[src/rtl/march_bist_pkg.sv]
package march_bist_pkg;

   typedef enum logic [1:0] {
      ST_IDLE  = 2'd0,
      ST_RUN   = 2'd1,
      ST_DRAIN = 2'd2,
      ST_DONE  = 2'd3
   } ctl_st_e;

   // pass code reported in bits 1:0 of the error phase field
   typedef enum logic [1:0] {
      PASS_INIT = 2'd1,
      PASS_UP   = 2'd2,
      PASS_DOWN = 2'd3
   } pass_e;

   // position inside a read-write-read element
   typedef enum logic [1:0] {
      SLOT_RD_A = 2'd0,
      SLOT_WR   = 2'd1,
      SLOT_RD_B = 2'd2
   } slot_e;

   localparam int PHASE_W = 3;

endpackage

[src/rtl/march_addr_ctr.sv]
module march_addr_ctr #(
   parameter int AW = 4
) (
   input  logic          clk,
   input  logic          rst_n,
   input  logic          clr_i,
   input  logic          hi_i,
   input  logic          inc_i,
   input  logic          dec_i,
   output logic [AW-1:0] addr_o,
   output logic          top_o,
   output logic          bot_o
);
   localparam logic [AW-1:0] TOP = {AW{1'b1}};
   localparam logic [AW-1:0] ONE = {{(AW-1){1'b0}}, 1'b1};

   always_ff @(posedge clk or negedge rst_n) begin
      if (!rst_n)      addr_o <= '0;
      else if (clr_i)  addr_o <= '0;
      else if (hi_i)   addr_o <= TOP;
      else if (inc_i)  addr_o <= addr_o + ONE;
      else if (dec_i)  addr_o <= addr_o - ONE;
   end

   assign top_o = (addr_o == TOP);
   assign bot_o = (addr_o == '0);
endmodule

[src/rtl/march_seq.sv]
module march_seq
   import march_bist_pkg::*;
#(
   parameter int AW = 4
) (
   input  logic               clk,
   input  logic               rst_n,
   input  logic               start_i,
   input  logic               abort_i,
   output logic [AW-1:0]      addr_o,
   output logic               we_o,
   output logic               re_o,
   output logic               bit_o,
   output logic [PHASE_W-1:0] phase_o,
   output logic               done_o,
   output logic               clear_o
);
   ctl_st_e st_q;
   pass_e   pass_q;
   slot_e   slot_q;
   logic    pol_q;
   logic    run;
   logic    elem_end;
   logic    c_clr, c_hi, c_inc, c_dec;
   logic    top, bot;

   march_addr_ctr #(.AW(AW)) u_ctr (
      .clk    (clk),
      .rst_n  (rst_n),
      .clr_i  (c_clr),
      .hi_i   (c_hi),
      .inc_i  (c_inc),
      .dec_i  (c_dec),
      .addr_o (addr_o),
      .top_o  (top),
      .bot_o  (bot)
   );

   assign run      = (st_q == ST_RUN);
   assign elem_end = (pass_q == PASS_INIT) || (slot_q == SLOT_RD_B);
   assign we_o     = run && ((pass_q == PASS_INIT) || (slot_q == SLOT_WR));
   assign re_o     = run && (pass_q != PASS_INIT) && (slot_q != SLOT_WR);
   assign phase_o  = {pol_q, pass_q};
   assign done_o   = (st_q == ST_DONE);
   assign clear_o  = (st_q == ST_IDLE) && start_i;

   // data bit for writes and expected bit for reads
   always_comb begin
      unique case (pass_q)
         PASS_UP:   bit_o = (slot_q == SLOT_RD_A) ? pol_q : ~pol_q;
         PASS_DOWN: bit_o = (slot_q == SLOT_RD_A) ? ~pol_q : pol_q;
         default:   bit_o = pol_q;
      endcase
   end

   // address counter steering
   always_comb begin
      c_clr = clear_o;
      c_hi  = 1'b0;
      c_inc = 1'b0;
      c_dec = 1'b0;
      if (run && !abort_i && elem_end) begin
         unique case (pass_q)
            PASS_INIT: if (top) c_clr = 1'b1; else c_inc = 1'b1;
            PASS_UP:   if (top) c_hi  = 1'b1; else c_inc = 1'b1;
            default:   if (bot) c_clr = 1'b1; else c_dec = 1'b1;
         endcase
      end
   end

   always_ff @(posedge clk or negedge rst_n) begin
      if (!rst_n) begin
         st_q   <= ST_IDLE;
         pass_q <= PASS_INIT;
         slot_q <= SLOT_RD_A;
         pol_q  <= 1'b0;
      end else begin
         unique case (st_q)
            ST_IDLE: if (start_i) begin
               st_q   <= ST_RUN;
               pass_q <= PASS_INIT;
               slot_q <= SLOT_RD_A;
               pol_q  <= 1'b0;
            end
            ST_RUN: begin
               if (abort_i) begin
                  st_q <= ST_DONE;
               end else if (!elem_end) begin
                  slot_q <= (slot_q == SLOT_RD_A) ? SLOT_WR : SLOT_RD_B;
               end else begin
                  slot_q <= SLOT_RD_A;
                  unique case (pass_q)
                     PASS_INIT: if (top) pass_q <= PASS_UP;
                     PASS_UP:   if (top) pass_q <= PASS_DOWN;
                     default: if (bot) begin
                        if (!pol_q) begin
                           pol_q  <= 1'b1;
                           pass_q <= PASS_INIT;
                        end else begin
                           st_q <= ST_DRAIN;
                        end
                     end
                  endcase
               end
            end
            ST_DRAIN: st_q <= ST_DONE;
            default:  st_q <= ST_IDLE;
         endcase
      end
   end
endmodule

[src/rtl/march_resp.sv]
module march_resp
   import march_bist_pkg::*;
#(
   parameter int AW = 4
) (
   input  logic               clk,
   input  logic               rst_n,
   input  logic               clear_i,
   input  logic               rd_i,
   input  logic               exp_i,
   input  logic [AW-1:0]      addr_i,
   input  logic [PHASE_W-1:0] phase_i,
   input  logic               rdata_i,
   output logic               mismatch_o,
   output logic               fail_o,
   output logic [AW-1:0]      err_addr_o,
   output logic               err_exp_o,
   output logic [PHASE_W-1:0] err_phase_o
);
   logic               pend_v;
   logic               pend_exp;
   logic [AW-1:0]      pend_addr;
   logic [PHASE_W-1:0] pend_phase;

   // one stage matching the RAM read latency
   always_ff @(posedge clk or negedge rst_n) begin
      if (!rst_n) begin
         pend_v     <= 1'b0;
         pend_exp   <= 1'b0;
         pend_addr  <= '0;
         pend_phase <= '0;
      end else begin
         pend_v     <= rd_i;
         pend_exp   <= exp_i;
         pend_addr  <= addr_i;
         pend_phase <= phase_i;
      end
   end

   assign mismatch_o = pend_v && (rdata_i != pend_exp);

   always_ff @(posedge clk or negedge rst_n) begin
      if (!rst_n) begin
         fail_o      <= 1'b0;
         err_addr_o  <= '0;
         err_exp_o   <= 1'b0;
         err_phase_o <= '0;
      end else if (clear_i) begin
         fail_o      <= 1'b0;
         err_addr_o  <= '0;
         err_exp_o   <= 1'b0;
         err_phase_o <= '0;
      end else if (mismatch_o && !fail_o) begin
         fail_o      <= 1'b1;
         err_addr_o  <= pend_addr;
         err_exp_o   <= pend_exp;
         err_phase_o <= pend_phase;
      end
   end
endmodule

[src/rtl/march_bist.sv]
module march_bist
   import march_bist_pkg::*;
#(
   parameter int ADDR_W = 4
) (
   input  logic                clk,
   input  logic                rst_n,
   input  logic                start_i,
   input  logic                stop_on_fail_i,
   output logic [ADDR_W-1:0]   mem_addr_o,
   output logic                mem_we_o,
   output logic                mem_wdata_o,
   output logic                mem_re_o,
   input  logic                mem_rdata_i,
   output logic                done_o,
   output logic                fail_o,
   output logic [ADDR_W-1:0]   err_addr_o,
   output logic                err_exp_o,
   output logic [PHASE_W-1:0]  err_phase_o
);
   localparam int MAX_AW = 24;

   if (ADDR_W < 1) begin : g_aw_low
      $error("march_bist: ADDR_W must be at least 1");
   end
   if (ADDR_W > MAX_AW) begin : g_aw_high
      $error("march_bist: ADDR_W exceeds supported maximum");
   end

   logic               bit_w;
   logic [PHASE_W-1:0] phase_w;
   logic               clear_w;
   logic               mismatch_w;

   march_seq #(.AW(ADDR_W)) u_seq (
      .clk     (clk),
      .rst_n   (rst_n),
      .start_i (start_i),
      .abort_i (mismatch_w && stop_on_fail_i),
      .addr_o  (mem_addr_o),
      .we_o    (mem_we_o),
      .re_o    (mem_re_o),
      .bit_o   (bit_w),
      .phase_o (phase_w),
      .done_o  (done_o),
      .clear_o (clear_w)
   );

   assign mem_wdata_o = bit_w;

   march_resp #(.AW(ADDR_W)) u_resp (
      .clk         (clk),
      .rst_n       (rst_n),
      .clear_i     (clear_w),
      .rd_i        (mem_re_o),
      .exp_i       (bit_w),
      .addr_i      (mem_addr_o),
      .phase_i     (phase_w),
      .rdata_i     (mem_rdata_i),
      .mismatch_o  (mismatch_w),
      .fail_o      (fail_o),
      .err_addr_o  (err_addr_o),
      .err_exp_o   (err_exp_o),
      .err_phase_o (err_phase_o)
   );
endmodule

[config.mk]
export PLATFORM = sky130hd
export DESIGN_NAME = march_bist
export DESIGN_NICKNAME = d
export VERILOG_FILES = /design/src/rtl/march_bist_pkg.sv /design/src/rtl/march_addr_ctr.sv /design/src/rtl/march_seq.sv /design/src/rtl/march_resp.sv /design/src/rtl/march_bist.sv
export SDC_FILE = /design/constraint.sdc
export NUM_CORES = 1
export LEC_CHECK = 0
export ABC_AREA = 1
export ABC_CLOCK_PERIOD_IN_PS = 2150
export CAP_MARGIN = 0
export CORE_MARGIN = 8
export CORE_UTILIZATION = 49
export CTS_BUF_LIST = sky130_fd_sc_hd__clkbuf_16
export CTS_CLUSTER_SIZE = 28
export DETAILED_ROUTE_END_ITERATION = 16
export GPL_ROUTABILITY_DRIVEN = 0
export PLACE_DENSITY = 0.83
export SLEW_MARGIN = 40
export SYNTH_ARGS = -nofsm -noshare
export SYNTH_HDL_FRONTEND = slang
export SYNTH_HIERARCHICAL = 1
export SYNTH_SLANG_ARGS = --single-unit
[constraint.sdc]
create_clock -name clk -period 2.15 [get_ports clk]
set_input_delay 0.43 -clock clk [delete_from_list [all_inputs] [get_ports clk]]
set_output_delay 0.43 -clock clk [all_outputs]
set_load 0.01 [all_outputs]
---- After elaboration in Yosys (flattened, before gate mapping) ----
Index checks and enable logic that the tools add are counted.
Widths: inputs -> output; s select.
word-level totals
  register bits ........................... 29
  input bits .............................. 5
  output and inout port bits .............. 17
cells by class
  reductions and logical operators ........ 24
  mux-type cells .......................... 54
  equal/unequal tests ..................... 25
  bitwise gates (word level) .............. 1
  add/sub/neg operators ................... 2
operators by type and width
  cell                 count
  $mux 2               16
  $mux 4               6
  $mux 1               23
  $pmux 2 s2           3
  $eq 2x2->1 const B   5
  $ne 2x2->1 const B   5
  $logic_and 1x1->1    9
  $ne 3x2->1 const B   3
  $ne 4x4->1 const B   2
  $reduce_and 8->1     1
  $eq 2x1->1 const B   3
  $mux 3               2
  $ne 3x3->1 const B   2
  $pmux 1 s2           3
  $pmux 2 s3           1
  $reduce_and 6->1     1
  $reduce_and 5->1     1
  $add 4x1->4 const B  1
  $eq 4x4->1 const B   1
  $logic_not 2->1      2
  $logic_not 4->1      1
  $ne 2x1->1 const B   2
  $reduce_bool 2->1    2
  $reduce_bool 4->1    1
  8 further kinds      10

---- Longest topological paths before layout ----
Gate-level depths: netlist of run 1.
  depth in word-level cells ............... 11
  depth in mapped cells ................... 16

---- Cells and area by module ----
Netlist of run 1, hierarchy kept.
by module, submodules not included
  module          cells an instance  sequential area each (um^2)  area each (um^2)  instances
  march_seq       118                176.4                        759.5             1
  march_resp      54                 450.4                        670.6             1
  march_addr_ctr  40                 100.1                        314.1             1
  march_bist      2                  0.0                          7.5               1

---- Worst setup path before layout of run 1 ----
Ideal clock, no wire load.
  path type ............................... register to register
  start ................................... register u_resp.pend_exp
  end ..................................... register u_seq.u_ctr.addr_o[3]
  buffers on the path ..................... 0
  arrival ................................. 2.105 ns
  path slack .............................. -0.072 ns
  period minus slack after synthesis ...... 2.222 ns
  cell stages (with the launch flop) ...... 16
  cell sequence ........................... dfrtp_1 > nor2_2 > nor2_8 > nand2_1 > inv_1 > nor2_1 > nand2_1 > nor3_1 > inv_2 > ha_1 > a21oi_1 > nand2_1 > nand2_1 > nand3_1 > nand2_1 > nand2_1
on the way
  longest elaborated chain between the ends .. 10
  elaborated cells between the ends (all ways) .. 14
  classes of those cells .................. eq/ne (1); mux (7); reduce/logical (6)
RTL lines
  item                                 RTL line              text
  from (decl)                          march_resp.sv:21      logic pend_exp;
  from (signal assigned)               march_resp.sv:34      pend_exp <= exp_i;
  $ne 1x1->1 (*)                       march_resp.sv:40      assign mismatch_o = pend_v && (rdata_i != pend_exp);
  $logic_and 1x1->1 (*)                march_resp.sv:40
  net mismatch_w                       march_bist.sv:33      logic mismatch_w;
  $logic_and 1x1->1 (*)                march_bist.sv:39      .abort_i (mismatch_w && stop_on_fail_i),
  $logic_not 1->1 (*)                  march_seq.sv:62       if (run && !abort_i && elem_end) begin
  $logic_and 1x1->1 (*) (2 in series)  march_seq.sv:62
  $mux 1 (*)                           march_seq.sv:62
  net u_seq.c_inc                      march_seq.sv:24       logic c_clr, c_hi, c_inc, c_dec;
  $mux 4                               march_addr_ctr.sv:21  else if (inc_i) addr_o <= addr_o + ONE;
  $mux 4                               march_addr_ctr.sv:20  else if (hi_i) addr_o <= TOP;
  $mux 4                               march_addr_ctr.sv:19  else if (clr_i) addr_o <= '0;
  to (signal assigned)                 march_addr_ctr.sv:21
  to (signal assigned)                 march_addr_ctr.sv:22  else if (dec_i) addr_o <= addr_o - ONE;
  to (decl)                            march_addr_ctr.sv:10  output logic [AW-1:0] addr_o,
The timed path passes the listed nets; every way through them passes the cells marked *.
A chain may end at the register's enable or synchronous reset.

---- Worst setup path in the final report of run 1 ----
  start ................................... register u_seq.pass_q[0]
  end ..................................... register u_seq.u_ctr.addr_o[3]
on the way
  longest elaborated chain between the ends .. 7
  elaborated cells between the ends (all ways) .. 17
  classes of those cells .................. eq/ne (2); mux (11); reduce/logical (4)
RTL lines
  item                                                                  RTL line                          text
  from (decl)                                                           march_seq.sv:19                   pass_e pass_q;
  from (signal assigned)                                                march_seq.sv:74                   pass_q <= PASS_INIT;
  from (signal assigned)                                                march_seq.sv:81                   pass_q <= PASS_INIT;
  from (signal assigned)                                                march_seq.sv:93                   PASS_INIT: if (top) pass_q <= PASS_UP;
  $eq 2x2->1 or $eq 2x1->1 (tied branches)                              march_seq.sv:63, march_seq.sv:40
  $reduce_or 2->1 (no source line) or $logic_or 1x1->1 (tied branches)  --
  $mux 1 or $logic_and 1x1->1 (tied branches)                           --
  $mux 1 (*)                                                            march_seq.sv:62
  net u_seq.c_inc                                                       march_seq.sv:24
  $mux 4                                                                march_addr_ctr.sv:21
  $mux 4                                                                march_addr_ctr.sv:20
  $mux 4                                                                march_addr_ctr.sv:19
Marked as above.

==> results of run 1 <==
-- worst min path at each step --
stage,from,depth (start not counted),end,slack (ns)
after floorplan,rst_n,0,u_resp/err_addr_o[0],0.13
after global placement,u_seq/pass_q[0],0,u_resp/pend_phase[0],0.44
after detailed placement,u_seq/pass_q[0],0,u_resp/pend_phase[0],0.44
after CTS,u_seq/pass_q[0],0,u_resp/pend_phase[0],0.46
after global routing,u_seq/pass_q[0],0,u_resp/pend_phase[0],0.47
final,u_seq/pass_q[0],0,u_resp/pend_phase[0],0.46
-- worst max-delay path, delay by kind of cell, from the launching register on --
| kind | cells | cell delay [ns] |
|---|---|---|
| AO/OA/AOI/OAI | 1 | 0.14 |
| adder cells (fa/ha/maj) | 2 | 0.31 |
| buffers and inverters | 3 | 0.29 |
| flip-flops | 1 | 0.60 |
| AND/OR/NAND/NOR | 8 | 0.70 |
-- metal layers --
metal	GRT usage	part of all wire
met1	0.163	0.39
met2	0.242	0.51
met3	0.0395	0.070
met4	0.0768	0.032
met5	0	0
-- area by class of cell --
| class | count | area (µm²) |
|---|---|---|
| clock buffers | 5 | 125 |
| flip-flops and latches | 29 | 729 |
| inverters | 34 | 128 |
| well taps | 46 | 57.6 |
| repair buffers | 42 | 360 |
| fillers | 225 | 1000 |
| clock inverters | 3 | 17.5 |
| multi-input cells | 147 | 967 |
-- Yosys cell counts (all sizes together) --
cell type,instances,area [µm²]
dfrtp,28,701
nand4,10,92.6
o211ai,2,15.0
o21ai,5,25.0
ha,13,163
inv,34,128
a21oi,6,33.8
nor4,2,12.5
xor2,1,8.76
nor3,3,15.0
fa,1,20.0
nand3b,1,7.51
buf,4,31.3
or2,1,6.26
nand2,62,255
o22ai,3,18.8
dfstp,1,26.3
nand3,20,105
nor2,17,87.6
-- stage by stage --
step | total power [mW] | cell area (µm²)
finish | 3.91 | 2380
global route | 4.19 | 2380
CTS | 3.61 | 2270
detailed placement | 2.91 | 2130
global placement | 2.85 | 2130
floorplan | 2.20 | 1760
-- registers in the layout, summed over array words and instances (netlist names) --
name and count:
u_seq/pass_q 2, u_seq/slot_q 2, u_resp/pend_exp 1, u_resp/pend_v 1
u_resp/pend_addr 4, u_resp/err_addr_o 4, u_seq/u_ctr/addr_o 4, u_resp/fail_o 1
u_seq/st_q 2, u_seq/pol_q 1, u_resp/err_exp_o 1, u_resp/pend_phase 3
u_resp/err_phase_o 3
-- repair_timing --
action / 4_1_cts / 5_1_grt
endpoints found under the setup margin: 7 / 5
gates resized for setup: 8 / 25
pin swaps: 0 / 12
buffers inserted: 0 / 4
-- power by group --
part / switching (mW) / leakage, nW / internal (mW)
clock: 0.245 / 0.0696 / 0.423
sequential: 0.195 / 0.375 / 0.786
combinational: 1.25 / 0.751 / 1.01
-- cells by family after synthesis --
kind of cell | share of synthesized area
XOR/XNOR | 0.00500
buffers and inverters | 0.0907
flip-flops | 0.415
AND/OR/NAND/NOR | 0.332
adder cells (fa/ha/maj) | 0.104
AO/OA/AOI/OAI | 0.0529
==> impl_metrics.py, run 1 <==
metrics = {
    "clocking": {
        "path_clk_slew_ns": 0.05,
        "cts_htree_levels": 2,
        "numCtsBuffers": 5,
        "insertion_delay_ns": 0.28,
        "cts_tree": "built",
        "root_buffer": "clkbuf_16",
        "hold_buffers": 0,
        "cts_sinks": 29,
        "clockBufferDepth": 2,
    },
    "place": {
        "dp_slack_ns": -0.629,
        "dp.cells": 294,
        "dp_hpwl_um": 2710,
        "io_buffers": 21,
    },
    "finish": {
        "syn2layout_area_growth_pct": 36.1,
        "num_antenna_cells": 0,
        "layout_common_cells": "nand2_1, dfrtp_1, inv_1",
        "fin_cells": 306,
        "finalNetCount": 278,
        "mostFrequentLayoutCell": "nand2_1",
        "layout-drive-gt1-share": 0.273,
        "final_util": 0.704,
    },
    "detailed_routing": {
        "drt-total-wl_um": 4320,
        "antenna_left": 0,
        "wl_per_cell_um": 14.1,
        "vias": 1625,
        "drtIter0Drc": 138,
        "drc": 0,
        "drtPass1Iterations": 4,
        "via_per_inst": 5.31,
    },
    "job": {
        "maxCapViolCount": 0,
    },
    "sta": {
        "timing.hold.ws_ns": 0.465,
        "worst_pin_slew_ns": 0.358,
        "fin_ws_ns": 0.00149,
        "fmax_mhz": 465,
        "fin_crit_ns": 2.15,
        "skew_ns": 0.00282,
        "slew_headroom": 0.759,
        "finalSetupViolCount": 0,
        "rsz0062_at_grt": "yes",
        "final.period_utilization": 0.999,
        "hold_viol_final": 0,
        "tns_ns": 0,
        "slew_viol_final": 0,
    },
    "floorplanning": {
        "dieArea_mm2": 0.00574,
        "io-pin-count": 22,
        "die_w_um": 75.8,
        "core_area_mm2": 0.00339,
        "start_util": 0.517,
        "fp-row-count": 21,
        "die_y_um": 75.8,
    },
    "yosys": {
        "postSynthRegisterBits": 29,
        "postSynthNetCount": 233,
        "ys_seq_area_frac": 0.415,
        "syn-instance-count": 214,
        "yosys_warnings": 6,
        "synth.avg_cell_area_um2": 8.19,
        "ys_types": 30,
        "syn-cell-area_mm2": 0.00175,
    },
    "setup_path": {
        "start_kind": "register",
        "endpoint": "u_seq/u_ctr/addr_o[3]",
        "worst-path-max-fanout": 6,
        "required_ns": 2.32,
        "arrival_ns": 2.32,
        "r2r_setup_slack_ns": 0.001,
        "cp_common_cell": "nand2_1",
        "reg2regPathDepth": 14,
        "reg2reg_to": "u_seq/u_ctr/addr_o[3]",
        "r2r-start": "u_seq/pass_q[0]",
        "crit_path_end_kind": "register",
        "max_stage_delay_ns": 0.60,
        "startpoint": "u_seq/pass_q[0]",
        "criticalPathCategory": "register to register",
        "crit_chain": "ha_4 > inv_2 > nand2_2 > nand2_2 > nor3_4 > inv_2 > buf_6 > ha_4 > a21oi_2 > nand2_1 > nand2_1 > nand3_1 > nand2_1 > nand2_1",
        "critPathSlowestCell": "dfstp_2",
    },
    "pwr": {
        "power_density_mw_per_mm2": 1640,
        "peakVddDrop_mv": 0.695,
        "p_leak_nw": 1.20,
    },
    "hold_path": {
        "hold_class": "register to register",
    },
    "global_route": {
        "grt_max_degree": 30,
        "grt_util_all_layers": 0.145,
        "antenna_found_initial": 0,
        "grt_pass1_wl_um": 6240,
        "grt-ovfl-total": 0,
        "grt_pass1_vias": 1431,
    },
    "run_status": {
        "status": "finished clean",
    },
}
(Power assumes the default switching activity.)
==> inputs of run 2 (changes only) <==
--- a/config.mk
+++ b/config.mk
@@ -15,6 +15,7 @@
 export DETAILED_ROUTE_END_ITERATION = 16
 export GPL_ROUTABILITY_DRIVEN = 0
 export PLACE_DENSITY = 0.83
+export SKIP_CTS_REPAIR_TIMING = 1
 export SLEW_MARGIN = 40
 export SYNTH_ARGS = -nofsm -noshare
 export SYNTH_HDL_FRONTEND = slang
==> impl_metrics.py, run 2 (same netlist as run 1, synthesis figures left out) <==
metrics = {
    "clocking": {
        "clockBufferDepth": 2,
        "insertion_delay_ns": 0.27,
        "root_buffer": "clkbuf_16",
        "numCtsBuffers": 5,
        "path_clk_slew_ns": 0.05,
        "cts_htree_levels": 2,
        "cts_tree": "built",
        "cts_sinks": 29,
    },
    "sta": {
        "slew_viol_final": 0,
        "hold_viol_final": 0,
        "timing.hold.ws_ns": 0.459,
        "final.period_utilization": 1.04,
        "finalSetupViolCount": 3,
        "tns_ns": -0.194,
        "fin_ws_ns": -0.0818,
        "skew_ns": 0.00239,
        "rsz0062_at_grt": "yes",
        "slew_headroom": 0.757,
        "fmax_mhz": 448,
        "fin_crit_ns": 2.23,
        "worst_pin_slew_ns": 0.364,
    },
    "setup_path": {
        "arrival_ns": 2.39,
        "start_kind": "register",
        "criticalPathCategory": "register to register",
        "crit_path_end_kind": "register",
        "required_ns": 2.30,
        "worst-path-max-fanout": 6,
    },
    "global_route": {
        "grt_util_all_layers": 0.144,
        "grt_pass1_wl_um": 6230,
        "grt-ovfl-total": 0,
        "antenna_found_initial": 0,
        "grt_pass1_vias": 1430,
        "grt_max_degree": 30,
    },
    "run_status": {
        "violations": "setup timing",
        "status": "finished with violations",
    },
    "floorplanning": {
        "core_area_mm2": 0.00339,
        "die_y_um": 75.8,
        "fp-row-count": 21,
        "die_w_um": 75.8,
        "dieArea_mm2": 0.00574,
        "start_util": 0.517,
        "io-pin-count": 22,
    },
    "detailed_routing": {
        "antenna_left": 0,
        "drtIter0Drc": 96,
        "drtPass1Iterations": 4,
        "vias": 1625,
        "drt-total-wl_um": 4350,
        "drc": 0,
        "via_per_inst": 5.31,
        "wl_per_cell_um": 14.2,
    },
    "finish": {
        "num_antenna_cells": 0,
        "syn2layout_area_growth_pct": 37.6,
        "fillers": 219,
        "fin_cells": 306,
        "regArea_um2": 729,
        "finalNetCount": 278,
        "multi_input_area_um2": 975,
        "layout-drive-gt1-share": 0.273,
        "reg_top3": "u_resp/err_addr_o: 4 flops, u_resp/pend_addr: 4 flops, u_seq/u_ctr/addr_o: 4 flops",
        "mostFrequentLayoutCell": "nand2_1",
        "layout_common_cells": "nand2_1, dfrtp_1, inv_1",
    },
    "pwr": {
        "power_density_mw_per_mm2": 1630,
        "peakVddDrop_mv": 0.672,
        "p_leak_nw": 1.24,
    },
    "hold_path": {
        "hold_class": "register to register",
    },
    "place": {
        "dp.cells": 294,
        "dp_hpwl_um": 2710,
        "io_buffers": 21,
    },
    "job": {
        "maxCapViolCount": 0,
    },
}
[run 2: changes by cell type in the layout (fill, tap and decap cells not counted), sizes merged]
cell / delta
clkbuf: -2
clkdlybuf4s15: -1
dlymetal6s2s: +4
dlygate4sd2: -1
[run 2: path summary, 6_finish.rpt]
check / from / end / slack (ns) / depth (start not counted)
setup reg to reg: u_seq/pass_q[0] / u_seq/u_ctr/addr_o[2] / -0.08 / 11
hold reg to reg: u_seq/u_ctr/addr_o[3] / u_resp/pend_addr[3] / 0.46 / 0
max in group asynchronous: rst_n / u_seq/pass_q[0] / 1.30 / 2
setup / recovery: u_seq/pass_q[0] / u_seq/u_ctr/addr_o[2] / -0.08 / 11
min in group asynchronous: rst_n / u_seq/slot_q[1] / 0.54 / 2
hold / removal: u_seq/u_ctr/addr_o[3] / u_resp/pend_addr[3] / 0.46 / 0
[run 2: through the flow]
step | util | total power, mW | worst slack [ns] | cell area [µm²]
final | 0.711 | 3.93 | -0.0818 | 2410
after floorplan | - | 2.20 | 0.0134 | 1760
after CTS | 0.669 | 3.61 | -0.359 | 2270
after global routing | 0.711 | 4.21 | -0.195 | 2410
after global placement | 0.627 | 2.85 | -0.551 | 2130
after detailed placement | 0.627 | 2.91 | -0.629 | 2130
[run 2: area by class of cell]
type                            count  share of cell area
Timing Repair Buffer               42               0.157
Inverter                           34              0.0530
Tap cell                           46              0.0239
Clock buffer                        5              0.0519
Sequential cell                    29               0.303
Multi-Input combinational cell    147               0.404
Clock inverter                      3             0.00727
[run 2: critical path, cell delays in order, from the launching register on]
cell and delay, ns:
dfstp_2 0.61, ha_4 0.17, inv_2 0.06, nand2_2 0.09, nand2_2 0.10, nor3_4 0.19, inv_2 0.08, buf_4 0.15
fa_2 0.33, xor2_1 0.17, nor2_1 0.09, o22ai_1 0.07
[run 2: per-layer routing]
layer / GRT usage / share of wire
met1: 0.162 / 0.37
met2: 0.241 / 0.52
met3: 0.0395 / 0.085
met4: 0.0768 / 0.027
met5: 0 / 0
[run 2: report_power, final]
| group | total, mW | switching [mW] | leakage (nW) | internal (mW) |
|---|---|---|---|---|
| Combinational | 2.29 | 1.26 | 0.801 | 1.03 |
| Clock | 0.659 | 0.236 | 0.0696 | 0.423 |
| Sequential | 0.984 | 0.197 | 0.375 | 0.787 |
==> inputs of run 3 (changes only) <==
--- a/config.mk
+++ b/config.mk
@@ -7,17 +7,16 @@
 export LEC_CHECK = 0
 export ABC_AREA = 1
 export ABC_CLOCK_PERIOD_IN_PS = 2150
-export CAP_MARGIN = 0
+export CAP_MARGIN = 30
 export CORE_MARGIN = 8
-export CORE_UTILIZATION = 49
+export CORE_UTILIZATION = 48
 export CTS_BUF_LIST = sky130_fd_sc_hd__clkbuf_16
 export CTS_CLUSTER_SIZE = 28
 export DETAILED_ROUTE_END_ITERATION = 16
 export GPL_ROUTABILITY_DRIVEN = 0
-export PLACE_DENSITY = 0.83
+export PLACE_DENSITY = 0.82
 export SKIP_CTS_REPAIR_TIMING = 1
 export SLEW_MARGIN = 40
 export SYNTH_ARGS = -nofsm -noshare
 export SYNTH_HDL_FRONTEND = slang
-export SYNTH_HIERARCHICAL = 1
 export SYNTH_SLANG_ARGS = --single-unit
==> impl_metrics.py, run 3 <==
metrics = {
    "job": {
        "maxCapViolCount": 0,
    },
    "pwr": {
        "combPwrFrac": 0.525,
        "clock_power_share": 0.197,
        "seq_power_share": 0.279,
        "power_density_mw_per_mm2": 1540,
        "p_total_mw": 3.30,
        "p_int_mw": 1.99,
        "swShare": 0.396,
        "p_switching_mw": 1.31,
        "p_leak_nw": 1.09,
        "peakVddDrop_mv": 0.913,
    },
    "sta": {
        "hold_viol_final": 0,
        "worst_pin_slew_ns": 0.353,
        "final.period_utilization": 1.01,
        "finalSetupViolCount": 1,
        "rsz0062_at_grt": "yes",
        "skew_ns": 0.00323,
        "fmax_mhz": 461,
        "slew_viol_final": 0,
        "timing.hold.ws_ns": 0.444,
        "fin_crit_ns": 2.17,
        "fin_ws_ns": -0.0210,
        "tns_ns": -0.0210,
        "slew_headroom": 0.765,
    },
    "clocking": {
        "clockBufferDepth": 2,
        "root_buffer": "clkbuf_16",
        "cts_htree_levels": 2,
        "cts_sinks": 29,
        "path_clk_slew_ns": 0.05,
        "numCtsBuffers": 5,
        "cts_tree": "built",
        "insertion_delay_ns": 0.27,
    },
    "detailed_routing": {
        "drtIter0Drc": 73,
        "via_per_inst": 4.91,
        "antenna_left": 0,
        "vias": 1380,
        "drtPass1Iterations": 4,
        "drt-total-wl_um": 3560,
        "wl_per_cell_um": 12.7,
        "drc": 0,
    },
    "global_route": {
        "grt_util_all_layers": 0.145,
        "grt_max_degree": 30,
        "grt_pass1_vias": 1359,
        "grt-ovfl-total": 0,
        "antenna_found_initial": 0,
        "grt_pass1_wl_um": 5930,
    },
    "finish": {
        "layout_common_cells": "nand2_1, inv_1, dfrtp_1",
        "final_util": 0.696,
        "fin_cells": 281,
        "syn2layout_area_growth_pct": 36.9,
        "fillers": 237,
        "num_antenna_cells": 0,
        "mostFrequentLayoutCell": "nand2_1",
        "layout-drive-gt1-share": 0.194,
        "finalNetCount": 251,
        "reg_top3": "u_resp.err_addr_o: 4 flops, u_resp.pend_addr: 4 flops, u_seq.u_ctr.addr_o: 4 flops",
        "regArea_um2": 728,
        "multi_input_area_um2": 746,
    },
    "floorplanning": {
        "dieArea_mm2": 0.00534,
        "die_w_um": 73.1,
        "fp-row-count": 20,
        "core_area_mm2": 0.00308,
        "start_util": 0.508,
        "io-pin-count": 22,
        "die_y_um": 73.1,
    },
    "yosys": {
        "synth_edf_count": 0,
        "synth.avg_cell_area_um2": 8.06,
        "yosys_warnings": 0,
        "muxShareOfSynthArea": 0,
        "syn-instance-count": 194,
        "synth_top_family_by_area": "simple AND/OR/NAND/NOR gates",
        "yosys.area.top_type": "dfrtp_1",
        "yosysMostFrequentCell": "nand2_1",
        "synth_common_cells": "nand2_1, inv_1, dfrtp_1",
        "synth_top_flop_cell": "dfrtp_1",
        "ys_seq_area_frac": 0.465,
        "synth-simple-area-share": 0.246,
        "synth.area.top_cells": "dfrtp_1, nand2_1, inv_1",
        "postSynthRegisterBits": 29,
        "ys_types": 25,
        "syn-cell-area_mm2": 0.00156,
        "synth_compound_area_frac": 0.0984,
        "synthArstFlopShare": 1.00,
        "synthAdderAreaFrac": 0.0848,
        "postSynthNetCount": 209,
        "synthXorXnorAreaFrac": 0.0112,
        "synth_top_area_frac": 0.448,
    },
    "run_status": {
        "status": "finished with violations",
        "violations": "setup timing",
    },
    "place": {
        "io_buffers": 21,
        "dp.cells": 272,
        "dp_hpwl_um": 2580,
    },
    "setup_path": {
        "criticalPathCategory": "register to register",
        "r2r_setup_slack_ns": -0.02,
        "start_kind": "register",
        "arrival_ns": 2.34,
        "crit_path_end_kind": "register",
        "worst-path-max-fanout": 5,
        "required_ns": 2.32,
    },
    "hold_path": {
        "hold_class": "register to register",
    },
}
## run 3: cell count changes after synthesis, sizes merged, moves of 2 or more
cell	before	now
ha	13	9
nand2	62	50
nand3	20	16
nor3	3	0
nor4	2	0
nor2	17	19
o22ai	3	1
o211ai	2	0
o21ai	5	17
nand4	10	3
## run 3: stage by stage
step / setup WS (ns) / instance area [µm²]
floorplan: 0.00337 / 1580
global placement: -0.162 / 1950
detailed placement: -0.239 / 1950
CTS: -0.429 / 2080
global route: -0.179 / 2140
finish: -0.0210 / 2140
## run 3: final timing paths
kind	startpoint	end	depth (start not counted)
max	u_seq.pass_q[0]	u_seq.u_ctr.addr_o[3]	14
min	u_seq.pass_q[0]	u_resp.pend_phase[0]	0
max reg2reg	u_seq.pass_q[0]	u_seq.u_ctr.addr_o[3]	14
min reg2reg	u_seq.pass_q[0]	u_resp.pend_phase[0]	0
max in group asynchronous	rst_n	u_seq.pass_q[0]	2
min in group asynchronous	rst_n	u_seq.u_ctr.addr_o[3]	2
## run 3: final cells by class
| type | count | share of cell area |
|---|---|---|
| clock inverter | 3 | 0.00643 |
| timing repair buffer | 38 | 0.161 |
| clock buffer | 5 | 0.0584 |
| sequential | 29 | 0.340 |
| inverter | 34 | 0.0596 |
| tap | 44 | 0.0257 |
| multi-input combinational | 128 | 0.348 |
## run 3: critical path, cell delays in order, from the launching register on
cell and delay, ns:
dfstp_2 0.58, inv_2 0.05, ha_4 0.21, nor2_1 0.08
nand4_1 0.22, ha_4 0.37, nand3_2 0.08, nand2_1 0.06
nand2_1 0.04, nand2_1 0.09, inv_1 0.05, nand2_1 0.05
nand3_1 0.06, nand2_1 0.06, nand2_1 0.05
## run 3: routing by layer
layer	vias up	wire length, µm	global-route usage
li1	692	-	-
met1	650	1480	0.156
met2	33	1860	0.253
met3	5	155	0.0371
met4	0	68	0.0756
met5	-	0	0
## run 3: kinds of logic (layout without fill, tap and decap cells)
kind of cell | count (synthesis) | count (layout)
xor+xnor | 2 | 2
compound gates | 27 | 27
simple gates | 89 | 89
flops | 29 | 29
fa+ha+maj | 10 | 10
buf+inv | 37 | 80
## run 3: power groups by stage
stage	clock network [mW]	logic (mW)	registers (mW)
after floorplan	0	0.945	0.955
after global placement	0	1.58	0.910
after detailed placement	0	1.64	0.921
after CTS	0.655	1.66	0.914
after global routing	0.691	1.94	0.941
final	0.648	1.73	0.918
